==> config.mk <==
export PLATFORM = sky130hd
export DESIGN_NAME = perf_window_counter
export DESIGN_NICKNAME = d
export VERILOG_FILES = /design/src/rtl/pwc_pkg.sv /design/src/rtl/pwc_window_timer.sv /design/src/rtl/pwc_event_counter.sv /design/src/rtl/pwc_read_port.sv /design/src/rtl/perf_window_counter.sv
export SDC_FILE = /design/constraint.sdc
export NUM_CORES = 1
export LEC_CHECK = 0
export BUFFER_PORTS_ARGS = -buffer_cell sky130_fd_sc_hd__buf_4
export CAP_MARGIN = 30
export CORE_AREA = 2 2 148 107
export DETAILED_ROUTE_END_ITERATION = 12
export DIE_AREA = 0 0 150 109
export MAX_ROUTING_LAYER = met4
export PLACE_DENSITY = 0.63
export SLEW_MARGIN = 20
export SYNTH_ARGS = -nofsm -noshare
export SYNTH_HDL_FRONTEND = slang
export SYNTH_HIERARCHICAL = 1
export SYNTH_SLANG_ARGS = --single-unit
==> constraint.sdc <==
create_clock -name clk -period 3.4 [get_ports clk]
set_input_delay 0.17 -clock clk [delete_from_list [all_inputs] [get_ports clk]]
set_output_delay 0.17 -clock clk [all_outputs]
set_load 0.02 [all_outputs]
==> src/rtl/pwc_pkg.sv <==
package pwc_pkg;
  localparam int PWC_ADDR_W = 2;
  localparam logic [PWC_ADDR_W-1:0] PWC_ADR_TIMER = 2'd0;
  localparam logic [PWC_ADDR_W-1:0] PWC_ADR_COUNT = 2'd1;
endpackage

==> src/rtl/pwc_window_timer.sv <==
module pwc_window_timer #(
  parameter int TMR_W = 32
) (
  input  logic             clk,
  input  logic             rst_n,
  input  logic             load,
  input  logic [TMR_W-1:0] load_val,
  output logic [TMR_W-1:0] tmr_q,
  output logic             active,
  output logic             expire
);
  localparam logic [TMR_W-1:0] ONE = TMR_W'(1);

  assign active = (tmr_q != '0);
  assign expire = (tmr_q == ONE) && !load;

  always_ff @(posedge clk) begin
    if (!rst_n)      tmr_q <= '0;
    else if (load)   tmr_q <= load_val;
    else if (active) tmr_q <= tmr_q - ONE;
  end
endmodule

==> src/rtl/pwc_event_counter.sv <==
module pwc_event_counter #(
  parameter int CNT_W = 32,
  parameter int N_SRC = 2
) (
  input  logic             clk,
  input  logic             rst_n,
  input  logic             clear,
  input  logic             enable,
  input  logic [N_SRC-1:0] ev,
  output logic [CNT_W-1:0] cnt_q
);
  localparam int INC_W = $clog2(N_SRC + 1);
  localparam logic [CNT_W-1:0] CNT_MAX = '1;

  logic [INC_W-1:0] inc;
  logic [CNT_W:0]   sum;

  always_comb begin
    inc = '0;
    for (int i = 0; i < N_SRC; i++) inc = inc + INC_W'(ev[i]);
  end

  assign sum = {1'b0, cnt_q} + (CNT_W + 1)'(inc);

  always_ff @(posedge clk) begin
    if (!rst_n)      cnt_q <= '0;
    else if (clear)  cnt_q <= '0;
    else if (enable) cnt_q <= sum[CNT_W] ? CNT_MAX : sum[CNT_W-1:0];
  end
endmodule

==> src/rtl/pwc_read_port.sv <==
module pwc_read_port
  import pwc_pkg::*;
#(
  parameter int DATA_W = 32,
  parameter int TMR_W  = 32,
  parameter int CNT_W  = 32
) (
  input  logic                  clk,
  input  logic                  rst_n,
  input  logic                  rd_en,
  input  logic [PWC_ADDR_W-1:0] rd_addr,
  input  logic [TMR_W-1:0]      tmr,
  input  logic [CNT_W-1:0]      cnt,
  output logic                  rd_valid,
  output logic [DATA_W-1:0]     rd_data
);
  logic [DATA_W-1:0] sel;

  always_comb begin
    case (rd_addr)
      PWC_ADR_TIMER: sel = DATA_W'(tmr);
      PWC_ADR_COUNT: sel = DATA_W'(cnt);
      default:       sel = '0;
    endcase
  end

  always_ff @(posedge clk) begin
    if (!rst_n) begin
      rd_valid <= 1'b0;
      rd_data  <= '0;
    end else begin
      rd_valid <= rd_en;
      if (rd_en) rd_data <= sel;
    end
  end
endmodule

==> src/rtl/perf_window_counter.sv <==
module perf_window_counter
  import pwc_pkg::*;
#(
  parameter int DATA_W = 32,
  parameter int TMR_W  = 32,
  parameter int CNT_W  = 32,
  parameter int ADDR_W = PWC_ADDR_W
) (
  input  logic              clk,
  input  logic              rst_n,
  input  logic              wr_en,
  input  logic [ADDR_W-1:0] wr_addr,
  input  logic [DATA_W-1:0] wr_data,
  input  logic              rd_en,
  input  logic [ADDR_W-1:0] rd_addr,
  output logic              rd_valid,
  output logic [DATA_W-1:0] rd_data,
  input  logic              sec_a_rd_ok,
  input  logic              sec_b_rd_ok
);
  localparam int N_SRC = 2;

  logic             tmr_load;
  logic             win_active;
  logic             win_expire;
  logic [TMR_W-1:0] tmr_q;
  logic [CNT_W-1:0] cnt_q;

  assign tmr_load = wr_en && (wr_addr == PWC_ADR_TIMER);

  pwc_window_timer #(.TMR_W(TMR_W)) u_timer (
    .clk      (clk),
    .rst_n    (rst_n),
    .load     (tmr_load),
    .load_val (wr_data[TMR_W-1:0]),
    .tmr_q    (tmr_q),
    .active   (win_active),
    .expire   (win_expire)
  );

  pwc_event_counter #(.CNT_W(CNT_W), .N_SRC(N_SRC)) u_count (
    .clk    (clk),
    .rst_n  (rst_n),
    .clear  (tmr_load || win_expire),
    .enable (win_active),
    .ev     ({sec_b_rd_ok, sec_a_rd_ok}),
    .cnt_q  (cnt_q)
  );

  pwc_read_port #(.DATA_W(DATA_W), .TMR_W(TMR_W), .CNT_W(CNT_W)) u_rd (
    .clk      (clk),
    .rst_n    (rst_n),
    .rd_en    (rd_en),
    .rd_addr  (rd_addr),
    .tmr      (tmr_q),
    .cnt      (cnt_q),
    .rd_valid (rd_valid),
    .rd_data  (rd_data)
  );
endmodule

==> results of run 1 <==
==> cell usage in the layout, fill, tap and decap left out, types with 4 or more instances in the layout <==
cell type | synthesis | routed
clkbuf_8 | 5 | 4
nand2_1 | 38 | 38
mux2i_1 | 36 | 36
a31oi_1 | 14 | 14
buf_4 | 2 | 85
xnor2_1 | 25 | 25
o21ai_2 | 10 | 10
and3_1 | 4 | 4
and2_1 | 4 | 4
inv_1 | 13 | 13
clkbuf_16 | 0 | 9
a211oi_1 | 7 | 7
or4_1 | 14 | 13
dfxtp_1 | 97 | 97
nor4_1 | 8 | 8
nor3_1 | 18 | 18
o31ai_1 | 12 | 12
nor2_1 | 23 | 23
a21oi_1 | 16 | 16
or3_1 | 10 | 10
nand4_1 | 21 | 21
and4_1 | 4 | 4
xor2_1 | 11 | 11
o21ai_0 | 13 | 13
o2bb2ai_2 | 30 | 30
nand3_1 | 16 | 16
==> area by class of cell <==
class | instances | area [sq um]
Fill cell | 1496 | 8833
Multi-Input combinational cell | 387 | 2987
Sequential cell | 97 | 1942
Timing Repair Buffer | 86 | 665.6
Clock buffer | 14 | 284.0
Tap cell | 200 | 250.2
Inverter | 14 | 52.55
Clock inverter | 2 | 10.01
==> through the flow <==
stage / cell area [sq um] / setup WS, ns / util / cells / total power (uW)
floorplan: 5275 / 0.5016 / - / 535 / 2359
global placement: 5866 / 0.3392 / 0.3904 / 783 / 2626
detailed placement: 5893 / 0.2366 / 0.3922 / 784 / 2654
CTS: 6187 / 0.2256 / 0.4118 / 800 / 3663
global route: 6191 / 0.01591 / 0.4121 / 800 / 3849
finish: 6191 / 0.2688 / 0.4121 / 800 / 3651
==> cell usage after synthesis, types with 3 or more instances <==
cell type	instances	share of area
buf_6	7	0.015
o311ai_0	3	0.0050
a31oi_1	14	0.017
and2_1	4	0.0047
nor4_1	8	0.0095
nor4_2	3	0.0071
inv_1	13	0.0093
buf_12	3	0.011
nor2_1	23	0.016
a21boi_0	3	0.0043
o21ai_0	13	0.012
nand4_1	21	0.025
nand3_1	16	0.015
clkbuf_1	15	0.011
xor2_1	11	0.018
o31ai_1	12	0.017
nor3_1	18	0.017
dfxtp_1	97	0.37
or4_1	14	0.020
and4_1	4	0.0066
clkbuf_8	5	0.013
a21oi_1	16	0.015
o2bb2ai_2	30	0.085
or3_1	10	0.012
o21ai_2	10	0.017
and3_1	4	0.0047
mux2i_1	36	0.068
nor4b_1	3	0.0050
xnor2_1	25	0.042
buf_2	3	0.0028
nand2_1	38	0.027
ha_1	3	0.0071
a211oi_1	7	0.010
==> critical path, stage by stage, from the launching register on <==
cell	delay [ns]
dfxtp_1	0.45
inv_1	0.07
ha_1	0.25
nor4b_1	0.16
nand4_1	0.17
nor3_4	0.05
inv_1	0.20
nand4_1	0.22
or4_1	0.82
or4_1	0.49
a31oi_1	0.16
==> metal layers <==
metal / global-route usage / vias to the layer above / part of all wire
met3: 0.04603 / 12 / 0.057
met1: 0.2718 / 2081 / 0.52
met2: 0.2573 / 138 / 0.42
met5: - / - / 0
met4: 0.03774 / 0 / 0.0089
li1: - / 2137 / -
==> where the power goes <==
group | internal [uW] | switching [uW] | total, uW
Combinational | 512 | 641 | 1150
Sequential | 1270 | 230 | 1500
Clock | 574 | 425 | 999
Total | 2360 | 1290 | 3650
==> timing repair <==
item,CTS,global route
gates resized for setup,0,1
setup endpoints to repair,0,3
buffers inserted,0,0
==> flip-flops by register name, indices dropped and copies added (netlist names) <==
name and flops:
u_rd/rd_data 32, u_timer/tmr_q 32, u_rd/rd_valid 1, u_count/cnt_q 32
==> cells by family after synthesis <==
group | after synthesis | synth area share
flops | 97 | 0.3681
simple gates | 187 | 0.2111
fa+ha+maj | 4 | 0.01091
mux | 36 | 0.06831
buf+inv | 51 | 0.06736
xor+xnor | 36 | 0.05977
compound gates | 124 | 0.2144
==> worst paths after layout <==
check | startpoint | depth (start not counted) | endpoint | slack, ns
max | u_timer/tmr_q[0]$_SDFFE_PN0P_ | 10 | u_count/cnt_q[17]$_SDFFE_PP0P_ | 0.27
min | wr_data[28] | 3 | u_timer/tmr_q[28]$_SDFFE_PN0P_ | 0.02
max reg2reg | u_timer/tmr_q[0]$_SDFFE_PN0P_ | 10 | u_count/cnt_q[17]$_SDFFE_PP0P_ | 0.27
min reg2reg | u_rd/rd_data[29]$_SDFFE_PN0P_ | 1 | u_rd/rd_data[29]$_SDFFE_PN0P_ | 0.46
==> metrics.txt, run 1 <==
initial core utilization 0.3511; clock latency on the worst-skew pair ~0.35 ns; CP Launch Type flop; max-slew violations 0; gr usage total 0.1858; Tcrit/Tclk final 0.9209; Row Count 38; Clock Path Buffers 2; Seq/Total Area, Yosys 0.3681; share of cells above drive strength 1 0.2717; Critical Path End Type flop; Antenna Violating Nets Remaining 0; Arrival @ worst endpoint 3.41 ns; Avg Inst Size Synth approximately 9.9 sq um; final setup fails 0; ys flop type dfxtp_1; die width approximately 150 microns; Worst-path clk slew around 0.07 ns; Yosys warnings 6; core box area approximately 0.015 sq mm; synth-to-layout area growth 17.36%; routed vias approximately 4400; TNS Setup 0 ns; CTS Root Cell clkbuf_16; Num CTS Buffers 9; crit path kind flop to flop; status complete, no violations; Post-Syn Instances between 500 and 600; worst hold slack 0.02020 ns; Top Ports 75; RSZ-0062 raised after global routing false; drt wl/cell about 18 microns; Req. time, crit path ~3.7 ns; number of hold buffers added after CTS 0; Slew headroom 0.5342; Hold/Removal Path Class input port to flop; Tmin final about 3.1 ns; Post-Syn Nets slightly below 600; Least-Margin Pin Slew ~0.7 ns; DRC Markers 0; die footprint between 0.015 and 0.02 sq mm; total wire length roughly 14000 microns; htree depth 3; PortBufs 74; CTS tree done; largest net degree at the start of global routing 33; Peak supply drop approximately 0.24 mV; vias in the first global route around 4200; DP HPWL ~10000 microns; initial antenna violation count 0; power density over the cells between 500 and 600 mW/mm^2; Max Clk Rate 319.4 MHz; nets@finish 641; Post-synth EDFFs 0; total gr overflow 0; Seq cells post-synth 97; die span in y 109 microns; total iterations of the first detailed-routing run 5; Fin. Hold Viols 0; DR iter-0 viols 381; Diodes inserted 0; GPL Wtd Cong between 0.8 and 0.9; Final Skew 0.006936 ns; Clock Sink Count between 90 and 100; max_cap viols 0; Vias/cell 5.460; synth unique cells 67; first-pass GRT wire length about 23000 microns; mapped cell area roughly 0.0053 sq mm; crit-path max FO 16; leak pwr between 0.002 and 0.0025 uW; Post-synth ARST share 0
(Power assumes the default switching activity.)
==> run 2, diff against run 1 <==
--- a/config.mk
+++ b/config.mk
@@ -7,13 +7,12 @@
 export LEC_CHECK = 0
 export BUFFER_PORTS_ARGS = -buffer_cell sky130_fd_sc_hd__buf_4
 export CAP_MARGIN = 30
-export CORE_AREA = 2 2 148 107
+export CORE_AREA = 2 2 145 105
 export DETAILED_ROUTE_END_ITERATION = 12
-export DIE_AREA = 0 0 150 109
+export DIE_AREA = 0 0 147 107
 export MAX_ROUTING_LAYER = met4
 export PLACE_DENSITY = 0.63
 export SLEW_MARGIN = 20
 export SYNTH_ARGS = -nofsm -noshare
 export SYNTH_HDL_FRONTEND = slang
-export SYNTH_HIERARCHICAL = 1
 export SYNTH_SLANG_ARGS = --single-unit
==> run 2 against run 1 <==
  * Worst setup slack improved by 0.28 ns
  * Design area unchanged
  * Synthesized area decreased by 3.8%
  * Cell count increased by 11%
  * Combinational power decreased by 36%
  * Sequential share of layout area unchanged
  * Wire length increased by 9.4%
  * Critical endpoint is now u_count.cnt_q[28]$_SDFFE_PP0P_
  * Largest cell class unchanged
==> metrics.txt, run 2 <==
drt wl/cell 17.79 microns (-1.6%); sequence of cells on the critical path inv_1 -> fa_1 -> inv_1 -> ha_1 -> nand3_1 -> or4_1 -> or4_1 -> or3_1 -> a31oi_1; Arrival @ worst endpoint 3.13 ns (-0.28 ns); Seq cells post-synth 97 (unchanged); commonest non-fill, non-tap cell in the layout dfxtp_1; hold depth 3 (unchanged); Worst-path clk slew 0.07 ns (about the same); Post-synth EDFFs 0 (unchanged); most used routing layer met2; Peak supply drop 0.2508 mV (+2.7%); Diodes inserted 0 (unchanged); PnR worst setup slack 0.5475 ns (+0.2788 ns); top cell type's share of synthesized area 0.3825 (+0.01443); Top Ports 75 (unchanged); worst reg2reg endpoint u_count.cnt_q[28]$_SDFFE_PP0P_; post-synth top area cell dfxtp_1; Regs by FF count u_count.cnt_q: 32 flops, u_rd.rd_data: 32 flops, u_timer.tmr_q: 32 flops; Fin. Hold Viols 0 (unchanged); Critical Path End Type flop; cell with the most instances after synthesis dfxtp_1; crit path kind flop to flop; nets@finish 735 (+15%); ys flop type dfxtp_1; max-slew violations 0 (unchanged); Req. time, crit path 3.68 ns (about the same); leak pwr 0.002281 uW (+1.7%); CP Launch Point u_count.cnt_q[0]$_SDFFE_PP0P_; total gr overflow 0 (unchanged); Global Route met3 Usage 0.03617 (-0.009855); Hold/Removal Path Class input port to flop; Final Skew 0.008521 ns (+0.001585 ns); mapped cell area 0.005076 sq mm (-3.8%); die footprint 0.01573 sq mm (-3.8%); Resized Gates After CTS 0 (unchanged); Row Count 37 (-2.6%); Clock Path Buffers 2 (unchanged); DP HPWL 11240 microns (+8.0%); Seq/Total Area, Yosys 0.3825 (+0.01443); synth-to-layout area growth 21.96%; post-layout power 3024 uW (-17%); clock latency on the worst-skew pair 0.35 ns (about the same); die span in y 107 microns (-1.8%); CP Launch Type flop; Antenna Violating Nets Remaining 0 (unchanged); GR Util met2 0.3142 (+0.05688); M1 GR Usage 0.2964 (+0.02459); vias in the first global route 4723 (+14%); total wire length 15810 microns (+9.4%); reg2reg start u_count.cnt_q[0]$_SDFFE_PP0P_; WP buf/inv 2 (unchanged); Yosys warnings 0 (-6); DR iter-0 viols 530 (+39%); Post-Syn Nets 668 (+15%); Post-synth ARST share 0 (unchanged); fill count 1476 (-1.3%); synth unique cells 57 (-15%); Vias/cell 5.692 (+4.2%); Clock Sink Count 97 (unchanged); GPL Wtd Cong 0.8795 (+1.8%); DRC Markers 0 (unchanged); core box area 0.01435 sq mm (-4.5%); CTS tree done; R2R Setup Slk 0.55 ns (+0.28 ns); Tcrit/Tclk final 0.8390 (-0.08199); Num CTS Buffers 9 (unchanged); crit-path max FO 3 (-13); CTS Root Cell clkbuf_16; first-pass GRT wire length 25540 microns (+12%); final setup fails 0 (unchanged); number of hold buffers added after CTS 0 (unchanged); share of cells above drive strength 1 0.1844 (-0.08723); setup bufs post-CTS 0 (unchanged); die width 147 microns (-2.0%); gr usage total 0.2092 (+0.02341); Post-Syn Instances 622 (+16%); CP delay by family, top simple AND/OR/NAND/NOR gates; max_cap viols 0 (unchanged); initial antenna violation count 0 (unchanged); Hold Startpoint wr_data[0]; Tmin final 2.852 ns (-0.2788 ns); routed vias 5060 (+16%); TNS Setup 0 ns (unchanged); slowest cell delay on critical path 0.55 ns (-0.27 ns); power density over the cells 488.4 mW/mm^2 (-17%); worst r2r path cells 9 (-1); Avg Inst Size Synth 8.161 sq um (-17%); status complete, no violations; Least-Margin Pin Slew 0.8332 ns (+0.1370 ns); Max Clk Rate 350.6 MHz (+9.8%); total iterations of the first detailed-routing run 5 (unchanged); commonest non-fill, non-tap cells in the layout 97 x dfxtp_1, 96 x buf_4, 87 x nor2_1, 51 x a21oi_1, 33 x mux2i_1; pre-CTS setup slack 0.5666 ns (+0.3300 ns); largest net degree at the start of global routing 39 (+18%); CP max stage cell or4_1; initial core utilization 0.3537 (+0.002606); Hold Path Sink u_timer.tmr_q[0]$_SDFFE_PN0P_; Synth top cells by count 97 x dfxtp_1, 87 x nor2_1, 51 x a21oi_1; htree depth 3 (unchanged); RSZ-0062 raised after global routing false; PortBufs 74 (unchanged); Slew headroom 0.4432 (-0.09099); largest cells by area after synthesis dfxtp_1 38%, mux2i_1 6.5%, nor2_1 6.4%, a21oi_1 5.0%, a31oi_1 3.5%
-- run 2: cell types whose count changed after synthesis, moves of 9 or more --
| cell | previous run | this run |
|---|---|---|
| nor2_1 | 23 | 87 |
| a21oi_1 | 16 | 51 |
| o2bb2ai_2 | 30 | 0 |
| o21ai_0 | 13 | 28 |
| a31oi_1 | 14 | 28 |
| xnor2_1 | 25 | 13 |
| clkbuf_1 | 15 | 26 |
| nand4_1 | 21 | 10 |
| xor2_1 | 11 | 0 |
| o21ai_2 | 10 | 0 |
| nand2_1 | 38 | 29 |
| nor4_1 | 8 | 17 |
| or4_1 | 14 | 23 |
-- run 2: worst register-to-register path, stage by stage (launching register included) --
cell	delay, ns
dfxtp_1	0.38
inv_1	0.08
fa_1	0.39
inv_1	0.11
ha_1	0.17
nand3_1	0.09
or4_1	0.52
or4_1	0.55
or3_1	0.32
a31oi_1	0.16
-- run 2: logic make-up (layout without fill, tap and decap cells) --
group | after synthesis | count (layout) | synth area share
buffers and inverters | 56 | 128 | 0.04757
multiplexers | 34 | 34 | 0.06729
AO/OA/AOI/OAI | 164 | 164 | 0.2034
adder cells (fa/ha/maj) | 4 | 4 | 0.01134
AND/OR/NAND/NOR | 254 | 254 | 0.2655
XOR/XNOR | 13 | 13 | 0.02243
flip-flops | 97 | 97 | 0.3825
-- run 2: routing by layer --
layer | vias up | share of wire
met4 | 0 | 0.012
li1 | 2467 | -
met1 | 2397 | 0.49
met2 | 178 | 0.43
met5 | - | 0
met3 | 18 | 0.060
-- run 2: stage by stage --
stage | std cells | utilization | hold WS (ns) | instance area, sq um
4_1_cts | 888 | 0.4295 | 0.05389 | 6163
2_1_floorplan | 622 | - | 0.3004 | 5076
3_5_place_dp | 872 | 0.4103 | 0.4120 | 5888
3_3_place_gp | 871 | 0.4095 | 0.4092 | 5877
6_report | 889 | 0.4314 | 0.05493 | 6191
5_1_grt | 889 | 0.4314 | 0.07598 | 6191
-- run 2: worst max-delay path by stage --
stage	end	depth (start not counted)
detailed placement	u_count.cnt_q[27]$_SDFFE_PP0P_	7
finish	u_count.cnt_q[28]$_SDFFE_PP0P_	9
global route	u_count.cnt_q[28]$_SDFFE_PP0P_	9
CTS	u_count.cnt_q[27]$_SDFFE_PP0P_	7
global placement	u_count.cnt_q[27]$_SDFFE_PP0P_	7
floorplan	u_count.cnt_q[28]$_SDFFE_PP0P_	10
-- run 2: report_power, final --
part | internal, uW | switching (uW) | total (uW)
Sequential | 1210 | 100 | 1310
Combinational | 307 | 435 | 741
Clock | 517 | 451 | 969
-- run 2: area by class of cell --
class / instances / area [sq um] / area share
flip-flops and latches: 97 / 1942 / 0.3137
clock inverters: 4 / 28.78 / 0.004648
clock buffers: 12 / 246.5 / 0.03981
repair buffers: 99 / 779.5 / 0.1259
multi-input cells: 469 / 2902 / 0.4687
well taps: 195 / 244.0 / 0.03941
inverters: 13 / 48.80 / 0.007882
